[src/rtl/amem_pkg.sv]
package amem_pkg;

  typedef enum logic [2:0] {
    PH_IDLE   = 3'd0,
    PH_SETUP  = 3'd1,
    PH_STROBE = 3'd2,
    PH_WAIT   = 3'd3,
    PH_WEND   = 3'd4,
    PH_HOLD   = 3'd5,
    PH_TURN   = 3'd6
  } phase_e;

  function automatic int max2(input int a, input int b);
    return (a > b) ? a : b;
  endfunction

endpackage

[src/rtl/amem_wait_sync.sv]
module amem_wait_sync #(
  parameter int STAGES = 2
) (
  input  logic clk,
  input  logic rst_n,
  input  logic pin,
  input  logic pol,
  output logic active
);
  logic [STAGES-1:0] sync_q;
  logic [STAGES-1:0] sync_d;

  always_comb begin
    sync_d = {sync_q[STAGES-2:0], pin};
  end

  always_ff @(posedge clk or negedge rst_n) begin
    if (!rst_n) sync_q <= '0;
    else        sync_q <= sync_d;
  end

  assign active = (sync_q[STAGES-1] == pol);
endmodule

[src/rtl/amem_phase_timer.sv]
module amem_phase_timer #(
  parameter int W = 8
) (
  input  logic         clk,
  input  logic         rst_n,
  input  logic         load,
  input  logic [W-1:0] load_val,
  output logic         zero
);
  logic [W-1:0] cnt_q;
  logic [W-1:0] cnt_d;
  logic         cnt_en;

  always_comb begin
    cnt_en = load || (cnt_q != '0);
    cnt_d  = load ? load_val : (cnt_q - W'(1));
  end

  always_ff @(posedge clk or negedge rst_n) begin
    if (!rst_n)      cnt_q <= '0;
    else if (cnt_en) cnt_q <= cnt_d;
  end

  assign zero = (cnt_q == '0);
endmodule

[src/rtl/amem_pin_decode.sv]
module amem_pin_decode
  import amem_pkg::*;
(
  input  phase_e ph,
  input  logic   is_write,
  input  logic   sel_strobe,
  output logic   cs_n,
  output logic   oe_n,
  output logic   we_n,
  output logic   dq_oe
);
  logic in_strobe;
  logic in_access;

  always_comb begin
    in_strobe = (ph == PH_STROBE) || (ph == PH_WAIT) || (ph == PH_WEND);
    in_access = in_strobe || (ph == PH_SETUP) || (ph == PH_HOLD);
    cs_n      = sel_strobe ? !in_strobe : !in_access;
    oe_n      = !(in_strobe && !is_write);
    we_n      = !(in_strobe && is_write);
    dq_oe     = in_access && is_write;
  end
endmodule

[src/rtl/amem_strobe_ctrl.sv]
module amem_strobe_ctrl
  import amem_pkg::*;
#(
  parameter int ADDR_W   = 16,
  parameter int BANK_W   = 2,
  parameter int DATA_W   = 16,
  parameter int SETUP_W  = 4,
  parameter int STROBE_W = 6,
  parameter int HOLD_W   = 3,
  parameter int TURN_W   = 2,
  parameter int MWAIT_W  = 8
) (
  input  logic                clk,
  input  logic                rst_n,
  input  logic                req_valid,
  input  logic                req_write,
  input  logic [ADDR_W-1:0]   req_addr,
  input  logic [BANK_W-1:0]   req_bank,
  input  logic [DATA_W-1:0]   req_wdata,
  output logic                rsp_ack,
  output logic                rsp_err,
  output logic [DATA_W-1:0]   rsp_rdata,
  input  logic [SETUP_W-1:0]  cfg_rd_setup,
  input  logic [STROBE_W-1:0] cfg_rd_strobe,
  input  logic [HOLD_W-1:0]   cfg_rd_hold,
  input  logic [SETUP_W-1:0]  cfg_wr_setup,
  input  logic [STROBE_W-1:0] cfg_wr_strobe,
  input  logic [HOLD_W-1:0]   cfg_wr_hold,
  input  logic [TURN_W-1:0]   cfg_turn,
  input  logic [MWAIT_W-1:0]  cfg_wait_max,
  input  logic                cfg_wait_en,
  input  logic                cfg_sel_strobe,
  input  logic                cfg_wait_pol,
  output logic                timeout_seen,
  output logic                mem_cs_n,
  output logic                mem_oe_n,
  output logic                mem_we_n,
  output logic [ADDR_W-1:0]   mem_addr,
  output logic [BANK_W-1:0]   mem_bank,
  output logic                mem_rnw,
  output logic [DATA_W-1:0]   mem_dq_o,
  output logic                mem_dq_oe,
  input  logic [DATA_W-1:0]   mem_dq_i,
  input  logic                mem_wait
);
  localparam int CNT_W = max2(max2(max2(SETUP_W, STROBE_W), max2(HOLD_W, TURN_W)), MWAIT_W);

  phase_e ph_q, ph_d;

  // request and timing captured at accept
  logic [ADDR_W-1:0]   addr_q;
  logic [BANK_W-1:0]   bank_q;
  logic [DATA_W-1:0]   wdata_q;
  logic                write_q;
  logic [STROBE_W-1:0] strobe_q;
  logic [HOLD_W-1:0]   hold_q;
  logic [TURN_W-1:0]   turn_q;
  logic [MWAIT_W-1:0]  mwait_q;
  logic                wen_q;
  logic                sel_q;
  logic                pol_q;

  logic [DATA_W-1:0]   rdata_q;
  logic                ack_q;
  logic                err_q;
  logic                to_cur_q;
  logic                sticky_q;

  logic                accept;
  logic                capture;
  logic                to_evt;
  logic                done;
  logic                tload;
  logic [CNT_W-1:0]    tval;
  logic                tzero;
  logic                wait_act;

  amem_wait_sync #(.STAGES(2)) u_wsync (
    .clk    (clk),
    .rst_n  (rst_n),
    .pin    (mem_wait),
    .pol    (pol_q),
    .active (wait_act)
  );

  amem_phase_timer #(.W(CNT_W)) u_timer (
    .clk      (clk),
    .rst_n    (rst_n),
    .load     (tload),
    .load_val (tval),
    .zero     (tzero)
  );

  amem_pin_decode u_pins (
    .ph         (ph_q),
    .is_write   (write_q),
    .sel_strobe (sel_q),
    .cs_n       (mem_cs_n),
    .oe_n       (mem_oe_n),
    .we_n       (mem_we_n),
    .dq_oe      (mem_dq_oe)
  );

  // next-state logic
  always_comb begin
    ph_d    = ph_q;
    tload   = 1'b0;
    tval    = '0;
    accept  = 1'b0;
    capture = 1'b0;
    to_evt  = 1'b0;
    done    = 1'b0;
    unique case (ph_q)
      PH_IDLE: begin
        if (req_valid) begin
          accept = 1'b1;
          tload  = 1'b1;
          tval   = req_write ? CNT_W'(cfg_wr_setup) : CNT_W'(cfg_rd_setup);
          ph_d   = PH_SETUP;
        end
      end
      PH_SETUP: begin
        if (tzero) begin
          tload = 1'b1;
          tval  = CNT_W'(strobe_q);
          ph_d  = PH_STROBE;
        end
      end
      PH_STROBE: begin
        if (tzero) begin
          tload = 1'b1;
          if (wen_q && wait_act) begin
            tval = CNT_W'(mwait_q);
            ph_d = PH_WAIT;
          end else begin
            tval    = CNT_W'(hold_q);
            capture = 1'b1;
            ph_d    = PH_HOLD;
          end
        end
      end
      PH_WAIT: begin
        if (!wait_act) begin
          ph_d = PH_WEND;
        end else if (tzero) begin
          tload   = 1'b1;
          tval    = CNT_W'(hold_q);
          capture = 1'b1;
          to_evt  = 1'b1;
          ph_d    = PH_HOLD;
        end
      end
      PH_WEND: begin
        tload   = 1'b1;
        tval    = CNT_W'(hold_q);
        capture = 1'b1;
        ph_d    = PH_HOLD;
      end
      PH_HOLD: begin
        if (tzero) begin
          tload = 1'b1;
          tval  = CNT_W'(turn_q);
          done  = 1'b1;
          ph_d  = PH_TURN;
        end
      end
      PH_TURN: begin
        if (tzero) ph_d = PH_IDLE;
      end
      default: ph_d = PH_IDLE;
    endcase
  end

  always_ff @(posedge clk or negedge rst_n) begin
    if (!rst_n) ph_q <= PH_IDLE;
    else        ph_q <= ph_d;
  end

  // request capture, enabled by accept
  always_ff @(posedge clk or negedge rst_n) begin
    if (!rst_n) begin
      addr_q   <= '0;
      bank_q   <= '0;
      wdata_q  <= '0;
      write_q  <= 1'b0;
      strobe_q <= '0;
      hold_q   <= '0;
      turn_q   <= '0;
      mwait_q  <= '0;
      wen_q    <= 1'b0;
      sel_q    <= 1'b0;
      pol_q    <= 1'b1;
    end else if (accept) begin
      addr_q   <= req_addr;
      bank_q   <= req_bank;
      wdata_q  <= req_wdata;
      write_q  <= req_write;
      strobe_q <= req_write ? cfg_wr_strobe : cfg_rd_strobe;
      hold_q   <= req_write ? cfg_wr_hold : cfg_rd_hold;
      turn_q   <= cfg_turn;
      mwait_q  <= cfg_wait_max;
      wen_q    <= cfg_wait_en;
      sel_q    <= cfg_sel_strobe;
      pol_q    <= cfg_wait_pol;
    end
  end

  always_ff @(posedge clk or negedge rst_n) begin
    if (!rst_n)       rdata_q <= '0;
    else if (capture) rdata_q <= mem_dq_i;
  end

  always_ff @(posedge clk or negedge rst_n) begin
    if (!rst_n) begin
      ack_q    <= 1'b0;
      err_q    <= 1'b0;
      to_cur_q <= 1'b0;
      sticky_q <= 1'b0;
    end else begin
      ack_q <= done;
      err_q <= done && to_cur_q;
      if (accept)      to_cur_q <= 1'b0;
      else if (to_evt) to_cur_q <= 1'b1;
      if (to_evt)      sticky_q <= 1'b1;
    end
  end

  assign rsp_ack      = ack_q;
  assign rsp_err      = err_q;
  assign rsp_rdata    = rdata_q;
  assign timeout_seen = sticky_q;
  assign mem_addr     = addr_q;
  assign mem_bank     = bank_q;
  assign mem_rnw      = !write_q;
  assign mem_dq_o     = wdata_q;

  // ---------------- assertions ----------------
  assert_strobe_excl_R13: assert property (@(posedge clk) disable iff (!rst_n)
    !(!mem_oe_n && !mem_we_n));

  assert_cs_covers_strobe_R7: assert property (@(posedge clk) disable iff (!rst_n)
    (!mem_oe_n || !mem_we_n) |-> !mem_cs_n);

  assert_ack_pulse_R10: assert property (@(posedge clk) disable iff (!rst_n)
    rsp_ack |=> !rsp_ack);

  assert_err_with_ack_R6: assert property (@(posedge clk) disable iff (!rst_n)
    rsp_err |-> rsp_ack);

  assert_sticky_hold_R6: assert property (@(posedge clk) disable iff (!rst_n)
    timeout_seen |=> timeout_seen);

  assert_addr_stable_R8: assert property (@(posedge clk) disable iff (!rst_n)
    (!mem_cs_n && $past(!mem_cs_n)) |-> ($stable(mem_addr) && $stable(mem_bank) && $stable(mem_rnw)));

  assert_ack_after_access_R10: assert property (@(posedge clk) disable iff (!rst_n)
    rsp_ack |-> (mem_oe_n && mem_we_n && !mem_dq_oe));
endmodule

[config.mk]
export PLATFORM = sky130hd
export DESIGN_NAME = amem_strobe_ctrl
export DESIGN_NICKNAME = d
export VERILOG_FILES = /design/src/rtl/amem_pkg.sv /design/src/rtl/amem_wait_sync.sv /design/src/rtl/amem_phase_timer.sv /design/src/rtl/amem_pin_decode.sv /design/src/rtl/amem_strobe_ctrl.sv
export SDC_FILE = /design/constraint.sdc
export NUM_CORES = 1
export LEC_CHECK = 0
export ABC_AREA = 1
export ABC_CLOCK_PERIOD_IN_PS = 1650
export CELL_PAD_IN_SITES_DETAIL_PLACEMENT = 1
export CELL_PAD_IN_SITES_GLOBAL_PLACEMENT = 1
export CORE_UTILIZATION = 32
export CTS_CLUSTER_SIZE = 25
export DETAILED_ROUTE_END_ITERATION = 6
export PLACE_DENSITY_LB_ADDON = 0.05
export SYNTH_ARGS = -nofsm -noshare
export SYNTH_HDL_FRONTEND = slang
export SYNTH_SLANG_ARGS = --single-unit
[constraint.sdc]
create_clock -name clk -period 1.65 [get_ports clk]
set_input_delay 0.33 -clock clk [delete_from_list [all_inputs] [get_ports clk]]
set_output_delay 0.33 -clock clk [all_outputs]
set_load 0.01 [all_outputs]
## Yosys cells after proc, flatten, opt, wreduce, memory -nomap -nowiden

Cells that the tools add are included.

| storage, ports and cells | value |
|---|---|
| logic and storage cells | 88 |
| bits in registers | 90 |
| input bits | 94 |
| output and inout bits | 58 |

| operators by class | value |
|---|---|
| add/sub/neg operators | 1 |
| eq/ne operators | 13 |
| muxes and demuxes | 34 |
| reduce and logical (&&, ||, !) cells | 21 |

Operators by type and width:

| kind | number |
|---|---|
| one-hot mux 8 bit (6 select lines) | 1 |
| two-way mux 3 bit | 11 |
| two-way mux 8 bit | 3 |
| one-hot mux 3 bit (7 select lines) | 1 |
| two-way mux 6 bit | 2 |
| two-way mux 1 bit | 11 |
| inequality test 2 bit (second input constant) | 5 |
| equality test 3 bit (second input constant) | 3 |
| zero test 8 bit | 1 |
| two-way mux 4 bit | 2 |
| nonzero test 8 bit | 1 |
| subtractor 8 x 1 -> 8 bit (second input constant) | 1 |
| equality test 3 x 2 -> 1 bit (second input constant) | 2 |
| AND reduction 6 bit | 1 |
| logical AND 1 bit | 5 |
| zero test 1 bit | 5 |
| logical OR 1 bit | 5 |
| one-hot mux 1 bit (4 select lines) | 1 |
| equality test 3 x 1 -> 1 bit (second input constant) | 1 |
| zero test 3 bit | 1 |
| inequality test 3 bit (second input constant) | 1 |
| one-hot mux 1 bit (3 select lines) | 1 |
| OR reduction 3 bit | 1 |
| two-way mux 2 bit | 1 |
| other kinds (2) | 2 |

## Logic depth before layout (Yosys ltp)

| depth | value |
|---|---|
| word-level depth | 7 |
| depth in mapped cells | 11 |
| gate-level depth less buffers | 10 |

## Hierarchy

From an unflattened synthesis, not the netlist that was laid out.

| unflattened totals | value |
|---|---|
| cells, all modules | 574 |
| area total of the unflattened synthesis | 4349.2 um^2 |

By module, submodules not included:

| module | seq. area each (um^2) | cells each | area an instance (um^2) | times used |
|---|---|---|---|---|
| amem_strobe_ctrl | 2003.2 | 474 | 3673.5 | 1 |
| amem_phase_timer | 200.2 | 77 | 543.0 | 1 |
| amem_wait_sync | 50.0 | 7 | 68.8 | 1 |
| amem_pin_decode | 0.0 | 16 | 63.8 | 1 |

## Worst setup path before layout

Ideal clock, no wire load.

| timing | value |
|---|---|
| kind | reg2reg |
| from | reg u_timer.cnt_q[0] |
| to | reg ph_q[1] |
| path buffers | 1 |
| clock period less this slack | 1496 ps |
| slack | 154 ps |
| stages on the path, launching flop included | 10 |
| data required time | 1574 ps |
| arrival | 1420 ps |
| library setup time | 76 ps |
| cells stage by stage | dfrtp_1 > inv_1 > ha_1 > nand2_2 > nor2_4 > buf_6 > inv_2 > a22oi_4 > o21ai_1 > o21ai_1 |

| between the ends | value |
|---|---|
| cells in the longest elaborated chain, start to end | 3 |
| elaborated cells on any way between the ends | 7 |
| classes of those cells | eq/ne (5); reduce/logical (2) |

Ends and longest elaborated chain:

| what | RTL line | text |
|---|---|---|
| start: declaration | amem_phase_timer.sv:10 | `logic [W-1:0] cnt_q;` |
| start signal: assignment | amem_phase_timer.sv:21 | `else if (cnt_en) cnt_q <= cnt_d;` |
| zero test 8 bit (*) | amem_phase_timer.sv:24 | `assign zero = (cnt_q == '0);` |
| inequality test 3 bit (no line) or inequality test 2 bit (tied branches) | n/a |  |
| AND reduction 6 bit (no line) (*) | n/a |  |
| end signal: assignment | amem_strobe_ctrl.sv:176 | `else ph_q <= ph_d;` |
| end: declaration | amem_strobe_ctrl.sv:48 | `phase_e ph_q, ph_d;` |

Mark *: on every way between the ends. The rest lies on a longest branch, timed or not.
A chain may end at the register's enable or synchronous reset.

## Worst setup path after layout

| timing | value |
|---|---|
| from | reg u_timer.cnt_q[1] |
| to | reg ph_q[1] |

Same word-level chain as after synthesis.

==> flow_metrics.env <==
export IMPL_worstPathCellList="inv_2, ha_4, nand2_4, nor2_4, buf_12, buf_6, inv_4, a22oi_4, o21ai_1, o21ai_1"
export IMPL_synth_edf_count=0
export IMPL_yosysWarnings=0
export IMPL_crit_top_cell="o21ai_1"
export IMPL_max_stage_delay_ns=0.40
export IMPL_min_period_over_period=1.02
export IMPL_seq_area_frac_synth=0.552
export IMPL_crit_slowest_cell="dfrtp_1"
export IMPL_cp_max_fo=7
export IMPL_drt_antenna_violating_nets=0
export IMPL_yosys_cell_types_count=28
export IMPL_gr_usage_all_layers=0.212
export IMPL_setup_slack_ns=-0.0410
export IMPL_maxCapViolations=0
export IMPL_synthArstFlopShare=1.00
export IMPL_synth_area_leaders="dfrtp_1 (55%), nand2_1 (20%), nor2_1 (3.5%), inv_1 (3.1%), o21ai_1 (2.9%)"
export IMPL_crit_type="flop to flop"
export IMPL_synth_ff_type="dfrtp_1"
export IMPL_grt_overflow_total=0
export IMPL_status="finished, violations left"
export IMPL_stdcell_count=881
export IMPL_hold_path_class="flop to flop"
export IMPL_grt_pass1_vias=4268
export IMPL_dp_cells=841
export IMPL_powerDensity_mw_per_mm2=1790
export IMPL_rrSetupSlack_ns=-0.04
export IMPL_multi_input_area_sq_mm=0.00176
export IMPL_pin_count=152
export IMPL_wl_um=14300
export IMPL_violations="setup timing"
export IMPL_ys_ff_latch=90
export IMPL_required_ns=1.91
export IMPL_synth_area_sq_mm=0.00408
export IMPL_root_buffer="clkbuf_16"
export IMPL_pre_cts_ws_ns=-0.126
export IMPL_slew_violations=0
export IMPL_synth_top_area_frac=0.546
export IMPL_firstDrtPassIters=4
export IMPL_setup_viol=3
export IMPL_fin_tns_setup_ns=-0.0819
export IMPL_syn_avg_cell_area_sq_um=8.15
export IMPL_fin_util=0.561
export IMPL_irDropWorstVdd_uv=678
export IMPL_synth_fp_nets=596
export IMPL_grt_pass1_wl_um=21500
export IMPL_worstMarginPinSlew_ns=0.390
export IMPL_antenna_found_initial=0
export IMPL_place_area_sq_mm=0.00604
export IMPL_tritoncts="built"
export IMPL_syn_to_final_growth_pct=67.8
export IMPL_synth_most_common_cell="nand2_1"
export IMPL_num_nets_final=803
export IMPL_fp_dieW_um=115
export IMPL_power_leakage_nw=3.29
export IMPL_clockBufferDepth=2
export IMPL_slew_headroom=0.740
export IMPL_via_per_inst=4.61
export IMPL_placeableCoreArea_sq_mm=0.0122
export IMPL_startpoint_type="flop"
export IMPL_fill_cells=1483
export IMPL_drtIter0Drc=117
export IMPL_clock_sinks=90
export IMPL_crit_arrival_ns=1.95
export IMPL_h_tree_depth=3
export IMPL_fin_area_sq_mm=0.00685
export IMPL_fin_crit_ns=1.69
export IMPL_clk_latency_ns=0.34
export IMPL_dp_hpwl_um=9660
export IMPL_fmax_ghz=0.591
export IMPL_place_gp_congestion=0.813
export IMPL_path_clk_slew_ns=0.06
export IMPL_num_antenna_cells=0
export IMPL_synth_top_area_cell="dfrtp_1"
export IMPL_num_rows=40
export IMPL_start_util=0.334
export IMPL_hold_viol=0
export IMPL_layout_area_seq_sq_mm=0.00226
export IMPL_die_area_sq_mm=0.0132
export IMPL_wl_per_cell_um=16.3
export IMPL_synthTopCellsByCount="nand2_1 (222), dfrtp_1 (89), nor2_1 (38), inv_1 (34), o21ai_1 (24)"
export IMPL_rsz0062_at_grt="yes"
export IMPL_drive_above_1_share=0.202
export IMPL_cp_end_kind="flop"
export IMPL_cts_buffers=9
export IMPL_vias=4058
export IMPL_drc=0
export IMPL_grt_max_degree=44
export IMPL_fin_worst_skew_ns=0.00692
export IMPL_synthCells=501
export IMPL_die_h_um=115
export IMPL_portBuffers=151
[what timing repair did]
action,in CTS,in global routing
hold endpoints to repair,24,0
pin swaps,10,26
buffers inserted,10,7
endpoints found under the setup margin,26,72
gates cloned,1,5
gates resized for setup,43,44
hold buffers,1,0
[path summary, 6_finish.rpt]
check                                        startpoint  cells past startpoint                          end
max                        u_timer.cnt_q[1]$_DFFE_PN0P_                     10          ph_q[1]$_DFFE_PN0P_
min                         u_wsync.sync_q[0]$_DFF_PN0_                      0  u_wsync.sync_q[1]$_DFF_PN0_
max reg2reg                u_timer.cnt_q[1]$_DFFE_PN0P_                     10          ph_q[1]$_DFFE_PN0P_
min reg2reg                 u_wsync.sync_q[0]$_DFF_PN0_                      0  u_wsync.sync_q[1]$_DFF_PN0_
max in group asynchronous                         rst_n                      3     mem_dq_o[10]$_DFFE_PN0P_
min in group asynchronous                         rst_n                      2          ph_q[0]$_DFFE_PN0P_
[worst max-delay path, delay by kind of cell, from the launching register on]
family,cells,cell delay (ns)
AOI/OAI and AO/OA,3,0.43
and+or+nand+nor,2,0.21
adders and majority gates,1,0.15
buffers and inverters,4,0.42
DFF,1,0.40
[routing by layer]
layer,share of wire,vias up,global-route usage
li1,-,1978,-
met1,0.42,1966,0.255
met2,0.51,98,0.365
met3,0.055,16,0.0538
met4,0.020,0,0.0840
met5,0,-,0
[where the power goes]
part | total (mW) | leakage (nW) | internal, mW | switching, mW
registers | 3.89 | 1.12 | 3.23 | 0.656
logic | 6.33 | 2.03 | 3.20 | 3.14
clock network | 2.05 | 0.141 | 1.18 | 0.870
[placed cells by master (no fill, tap or decap), types with 2 or more instances in the layout]
| cell type | n |
|---|---|
| nand2_1 | 202 |
| clkdlybuf4s50_1 | 145 |
| dfrtp_1 | 87 |
| buf_4 | 44 |
| nor2_1 | 35 |
| inv_1 | 31 |
| o21ai_1 | 25 |
| nand2_2 | 18 |
| clkbuf_16 | 13 |
| a21oi_1 | 10 |
| inv_2 | 9 |
| o31ai_1 | 9 |
| buf_12 | 8 |
| nor2_4 | 7 |
| nand2_4 | 5 |
| nand3_1 | 5 |
| buf_6 | 5 |
| o21ai_0 | 4 |
| nand4_1 | 4 |
| a21oi_2 | 4 |
| xor2_1 | 4 |
| buf_2 | 4 |
| nor2_2 | 3 |
| nand3_4 | 3 |
| nand3_2 | 3 |
| clkbuf_1 | 3 |
| o21ai_2 | 2 |
| clkinv_4 | 2 |
| dfrtp_2 | 2 |
[metrics by stage]
stage	power [mW]	hold slack (ns)
global placement	8.95	0.279
CTS	11.7	0.351
global route	13.1	0.370
floorplan	6.39	0.0344
finish	12.3	0.350
detailed placement	9.16	0.284
[cell families after synthesis]
family	synth area share
simple gates	0.286
xor+xnor	0.00858
compound gates	0.0803
flops	0.552
fa+ha+maj	0.00306
mux	0.00245
buf+inv	0.0680
[final cells by class]
class,instances,area share
flip-flops and latches,90,0.329
repair buffers,214,0.318
multi-input cells,352,0.257
clock buffers,12,0.0345
well taps,168,0.0307
inverters,41,0.0228
clock inverters,4,0.00767
[sequential cells by signal (all words and copies together), names as in the netlist, 3 cells and up]
signal and flops:
rsp_rdata 16, hold_q 3, ph_q 3, mem_addr 16
strobe_q 6, mwait_q 8, mem_dq_o 16, u_timer.cnt_q 8
Power figures use the tool's default switching activity.
